[config.mk]
export PLATFORM = sky130hd
export DESIGN_NAME = memwin_xlate
export DESIGN_NICKNAME = d
export VERILOG_FILES = /design/src/rtl/memwin_pkg.sv /design/src/rtl/memwin_cfg_unpack.sv /design/src/rtl/memwin_match.sv /design/src/rtl/memwin_prio.sv /design/src/rtl/memwin_xlate.sv
export SDC_FILE = /design/constraint.sdc
export NUM_CORES = 1
export LEC_CHECK = 0
export ABC_AREA = 1
export ABC_CLOCK_PERIOD_IN_PS = 2300
export BUFFER_PORTS_ARGS = -buffer_cell sky130_fd_sc_hd__buf_2
export CAP_MARGIN = 0
export CORE_AREA = 3 3 149 151
export CTS_CLUSTER_SIZE = 30
export DETAILED_ROUTE_END_ITERATION = 12
export DIE_AREA = 0 0 152 154
export MAX_ROUTING_LAYER = met4
export PLACE_DENSITY = 0.69
export SLEW_MARGIN = 20
export SYNTH_ARGS = -nofsm -noshare
export SYNTH_HDL_FRONTEND = slang
export SYNTH_SLANG_ARGS = --single-unit
[constraint.sdc]
create_clock -name clk -period 2.3 [get_ports clk]
set_input_delay 0.115 -clock clk [delete_from_list [all_inputs] [get_ports clk]]
set_output_delay 0.115 -clock clk [all_outputs]
set_load 0.02 [all_outputs]
[src/rtl/memwin_pkg.sv]
package memwin_pkg;

    parameter int unsigned HOST_AW     = 24;
    parameter int unsigned PAGE_SHIFT  = 12;
    parameter int unsigned PAGE_W      = HOST_AW - PAGE_SHIFT;
    parameter int unsigned CARD_PG_W   = PAGE_W + 2;
    parameter int unsigned CARD_AW     = CARD_PG_W + PAGE_SHIFT;
    parameter int unsigned WIN_BYTES   = 8;
    parameter int unsigned WIN_BITS    = WIN_BYTES * 8;

    typedef logic [PAGE_W-1:0]    page_t;
    typedef logic [CARD_PG_W-1:0] cpage_t;

    typedef struct packed {
        logic       data16;
        logic       zero_ws;
        logic [1:0] wait_cnt;
        logic       attr_sp;
    } cyc_attr_t;

    typedef struct packed {
        page_t     first_pg;
        page_t     last_pg;
        page_t     shift_pg;
        cyc_attr_t attr;
        logic      wr_prot;
    } win_cfg_t;

    typedef struct packed {
        logic                 hit;
        logic [CARD_AW-1:0]   card_addr;
        cyc_attr_t            attr;
        logic                 wr_blk;
        logic                 card_we;
    } xlate_res_t;

    // Pull one window's fields out of its eight-byte group.
    function automatic win_cfg_t unpack_window(input logic [WIN_BITS-1:0] grp);
        win_cfg_t c;
        c.first_pg      = {grp[11:8],  grp[7:0]};
        c.last_pg       = {grp[27:24], grp[23:16]};
        c.shift_pg      = {grp[43:40], grp[39:32]};
        c.attr.data16   = grp[15];
        c.attr.zero_ws  = grp[14];
        c.attr.wait_cnt = grp[31:30];
        c.attr.attr_sp  = grp[46];
        c.wr_prot       = grp[47];
        return c;
    endfunction

    // Card page: host page plus window offset, wrapping at the card page width.
    function automatic cpage_t add_pages(input page_t host_pg, input page_t off_pg);
        return cpage_t'({{(CARD_PG_W-PAGE_W){1'b0}}, host_pg}
                      + {{(CARD_PG_W-PAGE_W){1'b0}}, off_pg});
    endfunction

endpackage

[src/rtl/memwin_cfg_unpack.sv]
module memwin_cfg_unpack
    import memwin_pkg::*;
#(
    parameter int unsigned NUM_WIN = 5
) (
    input  logic [NUM_WIN*WIN_BITS-1:0] win_image,
    output win_cfg_t [NUM_WIN-1:0]      cfg
);

    for (genvar w = 0; w < NUM_WIN; w++) begin : g_win
        assign cfg[w] = unpack_window(win_image[w*WIN_BITS +: WIN_BITS]);
    end

endmodule

[src/rtl/memwin_match.sv]
module memwin_match
    import memwin_pkg::*;
#(
    parameter int unsigned NUM_WIN = 5
) (
    input  win_cfg_t [NUM_WIN-1:0] cfg,
    input  logic [NUM_WIN-1:0]     win_en,
    input  page_t                  host_pg,
    output logic [NUM_WIN-1:0]     in_range,
    output cpage_t [NUM_WIN-1:0]   card_pg
);

    for (genvar w = 0; w < NUM_WIN; w++) begin : g_cmp
        logic above_first;
        logic below_last;
        assign above_first = (host_pg >= cfg[w].first_pg);
        assign below_last  = (host_pg <= cfg[w].last_pg);
        assign in_range[w] = win_en[w] & above_first & below_last;
        assign card_pg[w]  = add_pages(host_pg, cfg[w].shift_pg);
    end

endmodule

[src/rtl/memwin_prio.sv]
module memwin_prio #(
    parameter int unsigned NUM_WIN = 5,
    localparam int unsigned IDX_W  = (NUM_WIN > 1) ? $clog2(NUM_WIN) : 1
) (
    input  logic [NUM_WIN-1:0] req,
    output logic [NUM_WIN-1:0] grant,
    output logic [IDX_W-1:0]   idx,
    output logic               any
);

    always_comb begin
        grant = '0;
        idx   = '0;
        any   = 1'b0;
        for (int w = NUM_WIN - 1; w >= 0; w--) begin
            if (req[w]) begin
                grant    = '0;
                grant[w] = 1'b1;
                idx      = IDX_W'(w);
                any      = 1'b1;
            end
        end
    end

endmodule

[src/rtl/memwin_xlate.sv]
module memwin_xlate
    import memwin_pkg::*;
#(
    parameter int unsigned NUM_WIN = 5,
    localparam int unsigned IDX_W  = (NUM_WIN > 1) ? $clog2(NUM_WIN) : 1
) (
    input  logic                        clk,
    input  logic                        rst,
    input  logic                        cyc_vld,
    input  logic [HOST_AW-1:0]          host_addr,
    input  logic                        host_wr,
    input  logic [NUM_WIN-1:0]          win_en,
    input  logic [NUM_WIN*WIN_BITS-1:0] win_image,
    output logic                        out_vld,
    output logic                        hit,
    output logic [IDX_W-1:0]            win_idx,
    output logic [CARD_AW-1:0]          card_addr,
    output logic                        data16,
    output logic                        zero_ws,
    output logic [1:0]                  wait_cnt,
    output logic                        attr_sp,
    output logic                        wr_blk,
    output logic                        card_we
);

    win_cfg_t [NUM_WIN-1:0] cfg;
    logic [NUM_WIN-1:0]     in_range;
    cpage_t [NUM_WIN-1:0]   card_pg;
    logic [NUM_WIN-1:0]     grant;
    logic [IDX_W-1:0]       sel_idx;
    logic                   any_hit;
    page_t                  host_pg;

    assign host_pg = host_addr[HOST_AW-1:PAGE_SHIFT];

    memwin_cfg_unpack #(.NUM_WIN(NUM_WIN)) u_unpack (
        .win_image (win_image),
        .cfg       (cfg)
    );

    memwin_match #(.NUM_WIN(NUM_WIN)) u_match (
        .cfg      (cfg),
        .win_en   (win_en),
        .host_pg  (host_pg),
        .in_range (in_range),
        .card_pg  (card_pg)
    );

    memwin_prio #(.NUM_WIN(NUM_WIN)) u_prio (
        .req   (in_range),
        .grant (grant),
        .idx   (sel_idx),
        .any   (any_hit)
    );

    // One-hot AND-OR select of the winning window's page and flags.
    xlate_res_t res_d;
    cpage_t     sel_pg;
    cyc_attr_t  sel_attr;
    logic       sel_wp;

    always_comb begin
        sel_pg   = '0;
        sel_attr = '0;
        sel_wp   = 1'b0;
        for (int w = 0; w < NUM_WIN; w++) begin
            if (grant[w]) begin
                sel_pg   = sel_pg   | card_pg[w];
                sel_attr = sel_attr | cfg[w].attr;
                sel_wp   = sel_wp   | cfg[w].wr_prot;
            end
        end
        res_d           = '0;
        res_d.hit       = cyc_vld & any_hit;
        if (res_d.hit) begin
            res_d.card_addr = {sel_pg, host_addr[PAGE_SHIFT-1:0]};
            res_d.attr      = sel_attr;
            res_d.wr_blk    = host_wr & sel_wp;
            res_d.card_we   = host_wr & ~sel_wp;
        end
    end

    xlate_res_t       res_q;
    logic [IDX_W-1:0] idx_q;
    logic             vld_q;

    always_ff @(posedge clk) begin
        if (rst) begin
            vld_q <= 1'b0;
            idx_q <= '0;
            res_q <= '0;
        end else begin
            vld_q <= cyc_vld;
            idx_q <= (cyc_vld & any_hit) ? sel_idx : '0;
            res_q <= res_d;
        end
    end

    assign out_vld   = vld_q;
    assign hit       = res_q.hit;
    assign win_idx   = idx_q;
    assign card_addr = res_q.card_addr;
    assign data16    = res_q.attr.data16;
    assign zero_ws   = res_q.attr.zero_ws;
    assign wait_cnt  = res_q.attr.wait_cnt;
    assign attr_sp   = res_q.attr.attr_sp;
    assign wr_blk    = res_q.wr_blk;
    assign card_we   = res_q.card_we;

    // a presented cycle yields a result on the next clock
    a_r7_result_next: assert property (@(posedge clk) disable iff (rst)
        cyc_vld |=> out_vld);

    // an idle clock yields no result and no hit
    a_r7_idle_quiet: assert property (@(posedge clk) disable iff (rst)
        !cyc_vld |=> (!out_vld && !hit && !card_we));

    // reset clears the result
    a_r8_reset_clear: assert property (@(posedge clk)
        rst |=> (!out_vld && !hit && !wr_blk && !card_we));

    // blocked and enabled writes never coincide, and both need a hit
    a_r5_we_blk_excl: assert property (@(posedge clk) disable iff (rst)
        (card_we || wr_blk) |-> (hit && !(card_we && wr_blk)));

    // a read never produces a card write or a block
    a_r5_read_quiet: assert property (@(posedge clk) disable iff (rst)
        (cyc_vld && !host_wr) |=> (!card_we && !wr_blk));

    // page-internal address bits pass straight through
    a_r2_low_bits: assert property (@(posedge clk) disable iff (rst)
        (cyc_vld && any_hit) |=> (card_addr[PAGE_SHIFT-1:0] == $past(host_addr[PAGE_SHIFT-1:0])));

    // a miss leaves address and window number at zero
    a_r6_miss_zero: assert property (@(posedge clk) disable iff (rst)
        (out_vld && !hit) |-> (card_addr == '0 && win_idx == '0 && wait_cnt == 2'b00));

    // the reported window number is always a real window
    a_r3_idx_range: assert property (@(posedge clk) disable iff (rst)
        hit |-> (32'(win_idx) < NUM_WIN));

endmodule

-- Yosys cells after proc, flatten, opt, wreduce, memory -nomap -nowiden
Cells that the tools add are included.
- add/sub/neg operators: 5
- $mul: 0
- div/mod/pow operators: 0
- $lt $le $gt $ge: 10
- eq/ne operators: 0
- shift-type cells: 0
- multiplexer cells: 29
- bitwise gates (word level): 27
- reduce and logical (&&, ||, !) cells: 4
- operator list (cell ; count):
    $mux 14 ; 5
    $add 12x12->13 ; 5
    $ge 12x12->1 ; 5
    $le 12x12->1 ; 5
    $or 14x14->14 ; 4
    $mux 5 ; 10
    $or 5x5->5 ; 4
    $and 1x1->1 ; 13
    $mux 1 ; 11
    $reduce_or 6->1 ; 1
    $mux 2 ; 2
    $or 1x1->1 ; 4
    $reduce_or 4->1 ; 1
    $mux 3 ; 1
    $reduce_or 3->1 ; 1
    $not 1->1 ; 2
    $reduce_or 2->1 ; 1
- register bits: 38
- latch bits: 0
- memory bits (writable): 0
- bits in read-only memories: 0
- input port bits: 353
- output and inout port bits: 38
- word-level logic and storage cells: 87
- memories kept: 0

-- Depth between registers and ports, before layout
- depth after elaboration: 19
- mapped depth: 19
- mapped depth without buffers: 18

-- Modules after synthesis
A second synthesis with hierarchy kept.
- cell total of the unflattened synthesis: 1586
- area total of the unflattened synthesis: 9581.7 um^2
- by module, submodules not included (module ; instances ; cells an instance ; area an instance (um^2) ; sequential area each (um^2)):
    memwin_match ; 1 ; 1086 ; 6204.7 ; 0.0
    memwin_xlate ; 1 ; 272 ; 1715.4 ; 760.7
    memwin_cfg_unpack ; 1 ; 210 ; 1576.5 ; 0.0
    memwin_prio ; 1 ; 18 ; 85.1 ; 0.0

-- Least setup slack after synthesis
No wires, ideal clock.
- path type: input to register
- start: input port host_addr[12]
- end: register res_q, in the netlist card_addr[17]
- setup time: 0.109 ns
- arrival: 1.657 ns
- data required time: 2.191 ns
- slack: 0.534 ns
- stages on the path: 17
- buffers on the path: 1
- cells stage by stage: inv_1 > ha_1 > nand2_1 > nand3b_1 > nand2_1 > nand2_1 > nand2_1 > nand2_1 > nand3_4 > nand2_4 > nor2_4 > nand2_1 > nand2_2 > inv_2 > buf_4 > nand2_1 > inv_1
- longest elaborated chain between the ends: 16
- elaborated cells between the ends (all ways): 47
- those cells by class: add/sub: 5; order compare: 10; mux: 15; bitwise: 16; reduce/logical: 1
- RTL lines (element ; RTL line ; source):
    start, declared ; memwin_xlate.sv:10 ; input logic [HOST_AW-1:0] host_addr,
    $ge 12x12->1 ; memwin_match.sv:16 ; assign above_first = (host_pg >= cfg[w].first_pg);
    $and 1x1->1 (2 in a row) ; memwin_match.sv:18 ; assign in_range[w] = win_en[w] & above_first & below_last;
    $mux 5 (4 in a row) ; memwin_prio.sv:16 ; if (req[w]) begin
    $mux 14 ; memwin_xlate.sv:67 ; if (grant[w]) begin
    $or 14x14->14 ; memwin_xlate.sv:68 ; sel_pg = sel_pg | card_pg[w];
    $mux 14 ; memwin_xlate.sv:67 ;
    $or 14x14->14 ; memwin_xlate.sv:68 ;
    $mux 14 ; memwin_xlate.sv:67 ;
    $or 14x14->14 ; memwin_xlate.sv:68 ;
    $mux 14 ; memwin_xlate.sv:67 ;
    $or 14x14->14 ; memwin_xlate.sv:68 ;
    $mux 14 ; memwin_xlate.sv:67 ;
    end signal, assigned ; memwin_xlate.sv:95 ; res_q <= res_d;
    end, declared ; memwin_xlate.sv:83 ; xlate_res_t res_q;
Parallel ways exist; a longest one is shown, timed or not.
A chain may end at the register's enable or synchronous reset.

-- Worst setup path in the final report
- start: input port host_addr[12]
- end: register res_q, in the netlist card_addr[18]
Same word-level chain as after synthesis.

==> impl_metrics.json <==
{
  "crit_fanout": 10,
  "crit_top_cell": "nand2_1",
  "crit_path_cell_trace": "buf_2 -> inv_1 -> buf_12 -> ha_1 -> nand2_1 -> nand3b_1 -> nand2_1 -> nand2_1 -> nand2_1 -> nand2_1 -> nand3_4 -> clkinvlp_2 -> nand2_1 -> nand2_1 -> nor2_1 -> nand3_1 -> nand2_1 -> inv_1",
  "synth_edf_count": 0,
  "drt-initial-drc-count": 387,
  "ant_nets": 0,
  "setup_viol": 0,
  "synthAdderAreaFrac": 0.298,
  "syn_area_per_cell_um2": 6.12,
  "synth_flop_cell": "dfxtp_1",
  "hold_buffers": 0,
  "holdPathStages": 2,
  "crit_arrival_ns": 2.25,
  "tritoncts.num_buffers": 5,
  "clk_pin_slew_ns": 0.06,
  "synth.top_cells.by_count": "nand2_1 (326), inv_1 (261), ha_1 (180)",
  "synth_seq_area_share": 0.0939,
  "vias": 8965,
  "worst-path-buf-inv": 5,
  "fin_nets": 2157,
  "required_ns": 2.48,
  "drv_cap": 0,
  "synth_top_area_share": 0.286,
  "antenna_found_initial": 7,
  "viasPerCell": 4.71,
  "initial_core_util": 0.376,
  "p_clk_frac": 0.191,
  "critPathTopFamily": "simple AND/OR/NAND/NOR gates",
  "yosys.cell_types.count": 33,
  "total_power_w": 0.00338,
  "critPathLaunchType": "primary input",
  "grt_max_degree": 21,
  "criticalPathCategory": "in2reg",
  "max_stage_delay_ns": 0.30,
  "hold_viol_final": 0,
  "power_frac_seq": 0.201,
  "grt_pass1_wl_um": 41600,
  "syn_area_um2": 7890,
  "setup_tns_ns": 0,
  "post-synth-top-area-cell": "ha_1",
  "cts_root_buffer": "clkbuf_16",
  "synth_area_leaders": "ha_1 (29%), nand2_1 (16%), inv_1 (12%), dfxtp_1 (9.4%), nand3_1 (6.3%)",
  "first_pass_iters": 5,
  "overflow": 0,
  "die-height_um": 154,
  "hp-class": "in2reg",
  "synth_compound_area_frac": 0.0936,
  "period_minus_slack_ns": 2.07,
  "area_delta_synth_final_pct": 29.5,
  "outcome": "completed",
  "gp_congestion": 0.992,
  "htreeDepth": 2,
  "synth.mux.area_fraction": 0,
  "end_kind": "flip-flop",
  "synth-simple-area-share": 0.325,
  "wirelength_um": 26500,
  "cts_resized": 0,
  "cts_setup_buffers": 0,
  "rows": 53,
  "io_pins": 391,
  "slew_violations": 0,
  "p_switching_w": 0.00144,
  "syn_nets": 1826,
  "irDropWorstVdd_uv": 278,
  "drive_gt1_frac": 0.222,
  "rsz0062_at_grt": "no",
  "grt_usage": 0.223,
  "coreArea_um2": 21000,
  "fmax_ghz": 0.483,
  "cp_slowest_cell": "ha_1",
  "fin_crit_sh": 0.901,
  "swShare": 0.426,
  "p_comb_frac": 0.608,
  "die_w_um": 152,
  "synth_most_common_cell": "nand2_1",
  "p_per_area_nw_per_um2": 331,
  "synthArstFlopShare": 0,
  "cts.sinks": 37,
  "leakagePower_nw": 6.39,
  "io_buffers": 279,
  "netlist_instances": 1288,
  "wire_per_inst_um": 13.9,
  "cts_tree": "done",
  "yosysWarnings": 0,
  "synth-seq-cells": 37,
  "synth_top_family_by_area": "simple AND/OR/NAND/NOR gates",
  "die_area_um2": 23400,
  "grt_pass1_vias": 8662,
  "crit_cells": 18,
  "cts_max_path_buffers": 2,
  "internal_power_w": 0.00194,
  "synthXorXnorAreaFrac": 0.0478,
  "dp_hpwl_um": 23000,
  "drc": 0
}
[cell usage in the layout, fill, tap and decap left out, drive strengths merged]
cell type,n
a21o,6
a21oi,88
a31oi,5
and2,2
buf,332
clkbuf,11
clkinv,4
clkinvlp,3
conb,1
dfxtp,37
diode,7
fa,5
ha,180
inv,261
nand2,330
nand3,103
nand3b,8
nand4,19
nor2,133
nor3,10
o2111ai,1
o211ai,1
o21a,2
o21ai,26
o21bai,8
or2,1
xnor2,16
xor2,27
[kinds of logic after synthesis]
group / count (synthesis)
buffers and inverters: 279
flip-flops: 37
other: 1
XOR/XNOR: 43
adder cells (fa/ha/maj): 185
AND/OR/NAND/NOR: 606
AO/OA/AOI/OAI: 137
[area by class of cell]
class,count,area (um2)
inverter,264,995
sequential,37,741
clock inverter,2,10.0
fill,2204,10700
timing repair inverter,2,12.5
antenna,7,17.5
tap,275,344
multi-input combinational,972,6030
clock buffer,6,129
timing repair buffer,337,1930
[metrics by stage]
step	std cells	instance area [um2]	worst slack [ns]	hold slack (ns)	util
floorplan	1288	7890	0.534	0.219	-
global placement	1885	10000	-0.0943	0.314	0.478
detailed placement	1885	10000	-0.119	0.310	0.478
CTS	1893	10200	0.162	0.0118	0.485
global route	1902	10200	0.00508	0.0231	0.487
finish	1902	10200	0.229	0.0195	0.487
[layer usage]
metal | vias to the layer above | share of wire | global-route usage
met4 | 0 | 0.022 | 0.0467
met5 | - | 0 | -
met3 | 36 | 0.065 | 0.0377
met2 | 306 | 0.47 | 0.386
li1 | 4779 | - | -
met1 | 3844 | 0.44 | 0.274
[state kept, by name (all words and copies together), names as in the netlist]
name / count
wr_blk: 1
card_addr: 25
attr_sp: 1
hit: 1
out_vld: 1
win_idx: 3
zero_ws: 1
wait_cnt: 2
data16: 1
card_we: 1
[worst paths after layout]
check,to,from,slack [ns]
worst min-delay path,out_vld,rst,0.02
worst max-delay path,card_addr[18],host_addr[12],0.23
[power groups by stage]
| stage | Sequential [W] | Clock (W) | Combinational (W) |
|---|---|---|---|
| 2_1_floorplan | 0.000733 | 0 | 0.00124 |
| 3_3_place_gp | 0.000695 | 0 | 0.00201 |
| 3_5_place_dp | 0.000696 | 0 | 0.00205 |
| 4_1_cts | 0.000682 | 0.000667 | 0.00206 |
| 5_1_grt | 0.000683 | 0.000697 | 0.00235 |
| 6_report | 0.000681 | 0.000647 | 0.00206 |
Power figures use the tool's default switching activity.
